**config.mk**
```make
export PLATFORM = sky130hd
export DESIGN_NAME = boot_entry_detect
export DESIGN_NICKNAME = d
export VERILOG_FILES = /design/src/rtl/boot_entry_pkg.sv /design/src/rtl/boot_pin_sync.sv /design/src/rtl/boot_level_qual.sv /design/src/rtl/boot_edge_tally.sv /design/src/rtl/boot_vector_select.sv /design/src/rtl/boot_entry_detect.sv
export SDC_FILE = /design/constraint.sdc
export NUM_CORES = 1
export LEC_CHECK = 0
export ABC_AREA = 1
export BUFFER_PORTS_ARGS = -buffer_cell sky130_fd_sc_hd__buf_4
export CORE_MARGIN = 2
export CORE_UTILIZATION = 43
export DETAILED_ROUTE_END_ITERATION = 8
export PLACE_DENSITY_LB_ADDON = 0.05
export RECOVER_POWER = 25
export SYNTH_ARGS = -nofsm -noshare
export SYNTH_HDL_FRONTEND = slang
export SYNTH_SLANG_ARGS = --single-unit
```
**constraint.sdc**
```tcl
create_clock -name clk -period 2.85 [get_ports clk]
set_input_delay 0.57 -clock clk [delete_from_list [all_inputs] [get_ports clk]]
set_output_delay 0.57 -clock clk [all_outputs]
set_load 0.02 [all_outputs]
```
**src/rtl/boot_entry_pkg.sv**
```systemverilog
package boot_entry_pkg;

  // Ceiling conversion of a time in ns to clock cycles, never below one cycle.
  function automatic int unsigned ns_to_cyc(input int unsigned khz, input int unsigned ns);
    longint unsigned prod;
    longint unsigned cyc;
    prod = longint'(khz) * longint'(ns);
    cyc  = (prod + 64'd999999) / 64'd1000000;
    if (cyc == 0) cyc = 1;
    return int'(cyc);
  endfunction

  function automatic int unsigned max2(input int unsigned a, input int unsigned b);
    return (a > b) ? a : b;
  endfunction

  typedef enum logic [1:0] {
    VEC_NONE = 2'd0,
    VEC_USER = 2'd1,
    VEC_BOOT = 2'd2
  } vec_sel_e;

endpackage

```
**src/rtl/boot_pin_sync.sv**
```systemverilog
module boot_pin_sync #(
  parameter int unsigned WIDTH  = 2,
  parameter int unsigned STAGES = 2,
  parameter logic [WIDTH-1:0] INIT = '0
) (
  input  logic             clk,
  input  logic             rst_n,
  input  logic [WIDTH-1:0] pins_async,
  output logic [WIDTH-1:0] pins_sync
);

  for (genvar g = 0; g < WIDTH; g++) begin : g_pin
    logic [STAGES-1:0] chain;
    always_ff @(posedge clk) begin
      if (!rst_n) chain <= {STAGES{INIT[g]}};
      else        chain <= {chain[STAGES-2:0], pins_async[g]};
    end
    assign pins_sync[g] = chain[STAGES-1];
  end

endmodule

```
**src/rtl/boot_level_qual.sv**
```systemverilog
module boot_level_qual #(
  parameter int unsigned FIRST_CYC = 4,
  parameter int unsigned NEXT_CYC  = 2,
  parameter int unsigned FALL_CYC  = 2,
  parameter int unsigned CW        = 8
) (
  input  logic clk,
  input  logic rst_n,
  input  logic lvl,
  input  logic first,
  output logic qual,
  output logic rise
);

  logic [CW-1:0] run;
  logic [CW-1:0] thr;

  // Hysteresis: the filtered level follows the input only after it has
  // differed for the current threshold number of cycles.
  always_comb begin
    if (qual)       thr = CW'(FALL_CYC);
    else if (first) thr = CW'(FIRST_CYC);
    else            thr = CW'(NEXT_CYC);
  end

  always_ff @(posedge clk) begin
    if (!rst_n) begin
      qual <= 1'b0;
      run  <= '0;
      rise <= 1'b0;
    end else begin
      rise <= 1'b0;
      if (lvl == qual) begin
        run <= '0;
      end else if (run == thr - CW'(1)) begin
        qual <= lvl;
        run  <= '0;
        rise <= lvl;
      end else begin
        run <= run + CW'(1);
      end
    end
  end

endmodule

```
**src/rtl/boot_edge_tally.sv**
```systemverilog
module boot_edge_tally #(
  parameter int unsigned NEED = 2,
  parameter int unsigned ECW  = 2
) (
  input  logic           clk,
  input  logic           rst_n,
  input  logic           clr,
  input  logic           hold,
  input  logic           rise,
  output logic [ECW-1:0] cnt,
  output logic           full,
  output logic           empty
);

  assign full  = (cnt == ECW'(NEED));
  assign empty = (cnt == '0);

  always_ff @(posedge clk) begin
    if (!rst_n)                    cnt <= '0;
    else if (clr)                  cnt <= '0;
    else if (hold && rise && !full) cnt <= cnt + ECW'(1);
  end

endmodule

```
**src/rtl/boot_vector_select.sv**
```systemverilog
module boot_vector_select
  import boot_entry_pkg::*;
(
  input  logic clk,
  input  logic rst_n,
  input  logic rel,
  input  logic act_lvl,
  input  logic full,
  input  logic dbg_owns,
  input  logic nmi_mode,
  input  logic por_event,
  output logic start_boot,
  output logic start_user
);

  logic     por_seen;
  vec_sel_e sel;

  always_comb begin
    sel = VEC_NONE;
    if (rel) begin
      if (act_lvl && full && !dbg_owns && !nmi_mode && !por_seen && !por_event)
        sel = VEC_BOOT;
      else
        sel = VEC_USER;
    end
  end

  always_ff @(posedge clk) begin
    if (!rst_n) begin
      por_seen   <= 1'b0;
      start_boot <= 1'b0;
      start_user <= 1'b0;
    end else begin
      start_boot <= (sel == VEC_BOOT);
      start_user <= (sel == VEC_USER);
      if (rel)            por_seen <= 1'b0;
      else if (por_event) por_seen <= 1'b1;
    end
  end

endmodule

```
**src/rtl/boot_entry_detect.sv**
```systemverilog
module boot_entry_detect
  import boot_entry_pkg::*;
#(
  parameter int unsigned CLK_KHZ      = 125000,
  parameter int unsigned PIN_MIN_NS   = 250,
  parameter int unsigned PIN_EN_NS    = 1000,
  parameter int unsigned EDGES_NEEDED = 2,
  parameter int unsigned SYNC_STAGES  = 2,
  parameter bit          DEDICATED    = 1'b0
) (
  input  logic clk,
  input  logic rst_n,
  input  logic pin_rst_n,
  input  logic pin_test,
  input  logic dbg_owns,
  input  logic nmi_mode,
  input  logic por_event,
  output logic start_boot,
  output logic start_user
);

  localparam int unsigned MIN_CYC = ns_to_cyc(CLK_KHZ, PIN_MIN_NS);
  localparam int unsigned EN_CYC  = ns_to_cyc(CLK_KHZ, PIN_EN_NS);
  localparam int unsigned CW      = $clog2(max2(MIN_CYC, EN_CYC) + 1);
  localparam int unsigned ECW     = $clog2(EDGES_NEEDED + 1);
  localparam logic [1:0]  SYNC_INIT = {DEDICATED, 1'b1};

  logic [1:0]     pins_s;
  logic           rst_s, tst_s, rst_p;
  logic           rst_fall, rst_rise;
  logic           act_lvl, qual, rise;
  logic [ECW-1:0] edge_cnt;
  logic           cnt_full, cnt_empty;

  boot_pin_sync #(.WIDTH(2), .STAGES(SYNC_STAGES), .INIT(SYNC_INIT)) u_sync (
    .clk(clk), .rst_n(rst_n),
    .pins_async({pin_test, pin_rst_n}),
    .pins_sync(pins_s)
  );

  assign rst_s = pins_s[0];
  assign tst_s = pins_s[1];

  always_ff @(posedge clk) begin
    if (!rst_n) rst_p <= 1'b1;
    else        rst_p <= rst_s;
  end

  assign rst_fall = rst_p & ~rst_s;
  assign rst_rise = ~rst_p & rst_s;

  if (DEDICATED) begin : g_ded
    assign act_lvl = ~tst_s;
  end else begin : g_shr
    assign act_lvl = tst_s;
  end

  boot_level_qual #(.FIRST_CYC(EN_CYC), .NEXT_CYC(MIN_CYC), .FALL_CYC(MIN_CYC), .CW(CW)) u_qual (
    .clk(clk), .rst_n(rst_n), .lvl(act_lvl), .first(cnt_empty),
    .qual(qual), .rise(rise)
  );

  boot_edge_tally #(.NEED(EDGES_NEEDED), .ECW(ECW)) u_tally (
    .clk(clk), .rst_n(rst_n), .clr(rst_fall), .hold(~rst_s), .rise(rise),
    .cnt(edge_cnt), .full(cnt_full), .empty(cnt_empty)
  );

  boot_vector_select u_sel (
    .clk(clk), .rst_n(rst_n), .rel(rst_rise), .act_lvl(act_lvl), .full(cnt_full),
    .dbg_owns(dbg_owns), .nmi_mode(nmi_mode), .por_event(por_event),
    .start_boot(start_boot), .start_user(start_user)
  );

endmodule

```
==> key figures <==
Run status
  • Status: complete, no violations

Detailed routing
  • Post-Route WL: 1130 um
  • Vias/cell: 4.41
  • DRC: 0
  • Per-cell routed wire length: 8.51 um
  • Total number of vias: 586
  • DR pass1 iterations: 3
  • Iter 0 DRT Violations: 4
  • Final ANT Viol Nets: 0

Critical path
  • Critical-path maximum fanout: 1
  • CP Capture Type: output port
  • Worst path slowest cell: dfxtp_1
  • Worst R2R Start: u_tally.cnt[0]$_SDFFE_PP0P_
  • Worst Path Required: 2.28 ns
  • Worst path max stage delay: 0.31 ns
  • Register-to-register path setup slack: 1.55 ns
  • Delay-heaviest family, CP: flip-flops
  • Setup crit start kind: flip-flop
  • Critical path class: flip-flop to output port
  • Crit-path cells: buf_4
  • Reg2Reg Capture Point: u_qual.run[5]$_SDFF_PP0_
  • Critical path arrival: 0.75 ns
  • Buf/Inv on CP: 1
  • Worst setup path startpoint: u_sel.start_user$_SDFF_PN0_
  • Worst Reg-to-Reg Cells: 9
  • Stages on the worst setup path: 1

Logic synthesis
  • FFs w/ async S/R, synth: 0%
  • Primary FF master, synth: dfxtp_1
  • EDFF count, synth: 0
  • #FFs+latches synth: 19
  • Post-synthesis sequential area ratio: 47.6%
  • Area contributors post-synth: dfxtp_1 (48%), nor2_1 (8.0%), nand2_1 (6.6%)
  • Synth warn: 0
  • Yosys top cell area share: 47.6%
  • Syn Inst Count: 97
  • Syn_area_per_cell: 8.24 um^2
  • Dominant cell type by area after synthesis: dfxtp_1
  • Post-synthesis cell type count: 22
  • Mapped Nets: 107
  • Top-count cell post-synth: dfxtp_1
  • Netlist Area Pre-Place: 800 um^2
  • Post-synth top cells: dfxtp_1 (19), nor2_1 (17), nand2_1 (14)

CTS
  • Post-CTS Hold Fix Bufs: 0
  • CTS Root Cell: clkbuf_4
  • Worst skew pair latency: 0.29 ns
  • CTS Sinks: 19
  • Worst-case clock buffer depth: 2
  • Postcts setup bufs: 0
  • CTS tree: yes
  • Resize count post-CTS: 0
  • Reg clk slew, reported paths: 0.11 ns
  • Num CTS Buffers: 3
  • H-Tree Depth: 1

Timing
  • Slew HR: 72.5%
  • Final setup vio count: 0
  • Worst-Margin Slew: 0.413 ns
  • Worst setup margin: 1.53 ns
  • Worst hold margin: 0.421 ns
  • RSZ-0062 raised after global routing: no
  • Max-slew violations: 0
  • Hold violation count in the final report: 0
  • Tmin final: 1.32 ns
  • Setup TNS: 0 ns
  • Final Skew: 0.00529 ns
  • Fmax: 0.758 GHz
  • Final critical-path share of the clock period: 46.3%

Global route
  • Vias in the first global route: 495
  • Global route overflow: 0
  • Initial antenna violation count: 0
  • Gr usage total: 12.9%
  • Pin count of the biggest net entering global routing: 13
  • First-pass GRT wire length: 2000 um

Power and ir drop
  • Power, Total: 0.425 mW
  • P_leak: 0.389 nW
  • Pwr/cell area: 466 mW/mm^2
  • Max VDD drop: 340 uV

Worst hold path
  • Worst hold path class: flip-flop to flip-flop
  • Worst Hold Path EP: u_sync.g_pin[1].chain[1]$_SDFF_PN0_
  • Hold path startpoint: u_sync.g_pin[1].chain[0]$_SDFF_PN0_
  • Hold path depth: 2

Floorplan
  • DIE AREA: 0.00222 mm^2
  • Row count: 15
  • Ports: 9
  • Die outline width: 47.1 um
  • Die height: 47.1 um
  • Starting density of the core: 45.8%
  • CORE AREA: 0.00175 mm^2

Placed design
  • Pre-CTS setup slack: 1.56 ns
  • Placed Area: 886 um^2
  • RD Place Congestion: 0.806
  • DP HPWL: 909 um
  • IO Port Bufs: 8
  • DP Cell Count: 129

Layout
  • Nets: 119
  • Layout cells sized above 1: 20.4%
  • Area delta synth->final: 14.1%
  • Non-filler cells in the finished layout: 133
  • Antenna diode count: 0
  • Finished Cell Area: 912 um^2
  • Final Core Density: 52.3%

Flow run
  • Max-Cap Viols: 0
cell usage in the layout, fill, tap and decap left out:
cell,instances
or2_2,2
ha_1,3
a21oi_1,3
xnor2_1,2
nor2_2,3
clkinvlp_4,1
clkbuf_4,3
buf_4,7
o21bai_1,1
nand4_1,1
nand3_1,7
nand3_4,1
nor2_1,17
nor4_1,1
inv_2,2
dfxtp_1,19
nand3_2,1
clkbuf_1,1
inv_1,11
nand2_4,1
nand2_1,14
a211oi_1,1
nand2_2,1
nor3_1,1
xor2_1,4
state kept, by name, summed over array words and instances, names as in the netlist:
name,flops
u_qual.qual,1
u_sync.g_pin.chain,4
u_qual.rise,1
u_tally.cnt,2
u_sel.por_seen,1
rst_p,1
u_qual.run,7
u_sel.start_boot,1
u_sel.start_user,1
where the power goes:
part	switching [mW]	leakage, nW	internal (mW)	total (mW)
Combinational	0.00949	0.220	0.00957	0.0191
Clock	0.0801	0.0139	0.0534	0.133
Sequential	0.00240	0.154	0.270	0.273
how the worst max path moves through the flow:
| stage | endpoint | slack, ns |
|---|---|---|
| floorplan | u_sync.g_pin[0].chain[0]$_SDFF_PN1_ | 1.65 |
| global placement | u_qual.run[4]$_SDFF_PP0_ | 1.59 |
| detailed placement | u_qual.run[2]$_SDFF_PP0_ | 1.56 |
| CTS | start_user | 1.51 |
| global route | u_qual.run[5]$_SDFF_PP0_ | 1.40 |
| finish | start_user | 1.53 |
kinds of logic (layout without fill, tap and decap cells):
| family | after synthesis | after routing | share of synthesized area, % |
|---|---|---|---|
| AND/OR/NAND/NOR | 50 | 50 | 30.7 |
| flip-flops | 19 | 19 | 47.6 |
| buffers and inverters | 14 | 25 | 6.73 |
| XOR/XNOR | 6 | 6 | 6.57 |
| AO/OA/AOI/OAI | 5 | 5 | 3.76 |
| adder cells (fa/ha/maj) | 3 | 3 | 4.70 |
final cells by class:
class                   instances  area (um^2)
fillers                       185          833
flip-flops and latches         19          380
multi-input cells              64          365
repair buffers                  8         56.3
inverters                      13         48.8
well taps                      25         31.3
clock buffers                   3         22.5
clock inverters                 1         7.51
worst register-to-register path: stages, from the launching register on:
cell     delay [ns]
dfxtp_1        0.31
inv_1          0.10
ha_1           0.23
inv_1          0.05
nor2_1         0.08
nand2_1        0.05
nand2_1        0.09
nand3_2        0.12
nand3_4        0.12
nor2_1         0.05
metal layers:
metal  vias up  track usage (%)  wire length, um  share of wire [%]
met1       252             17.5              607                 54
li1        324                -                -                  -
met5         -                0                0                  0
met4         0             3.33               12                1.1
met3         2             5.77               46                4.1
met2         8             18.9              465                 41
No activity file was read; power rests on OpenSTA's default activity.
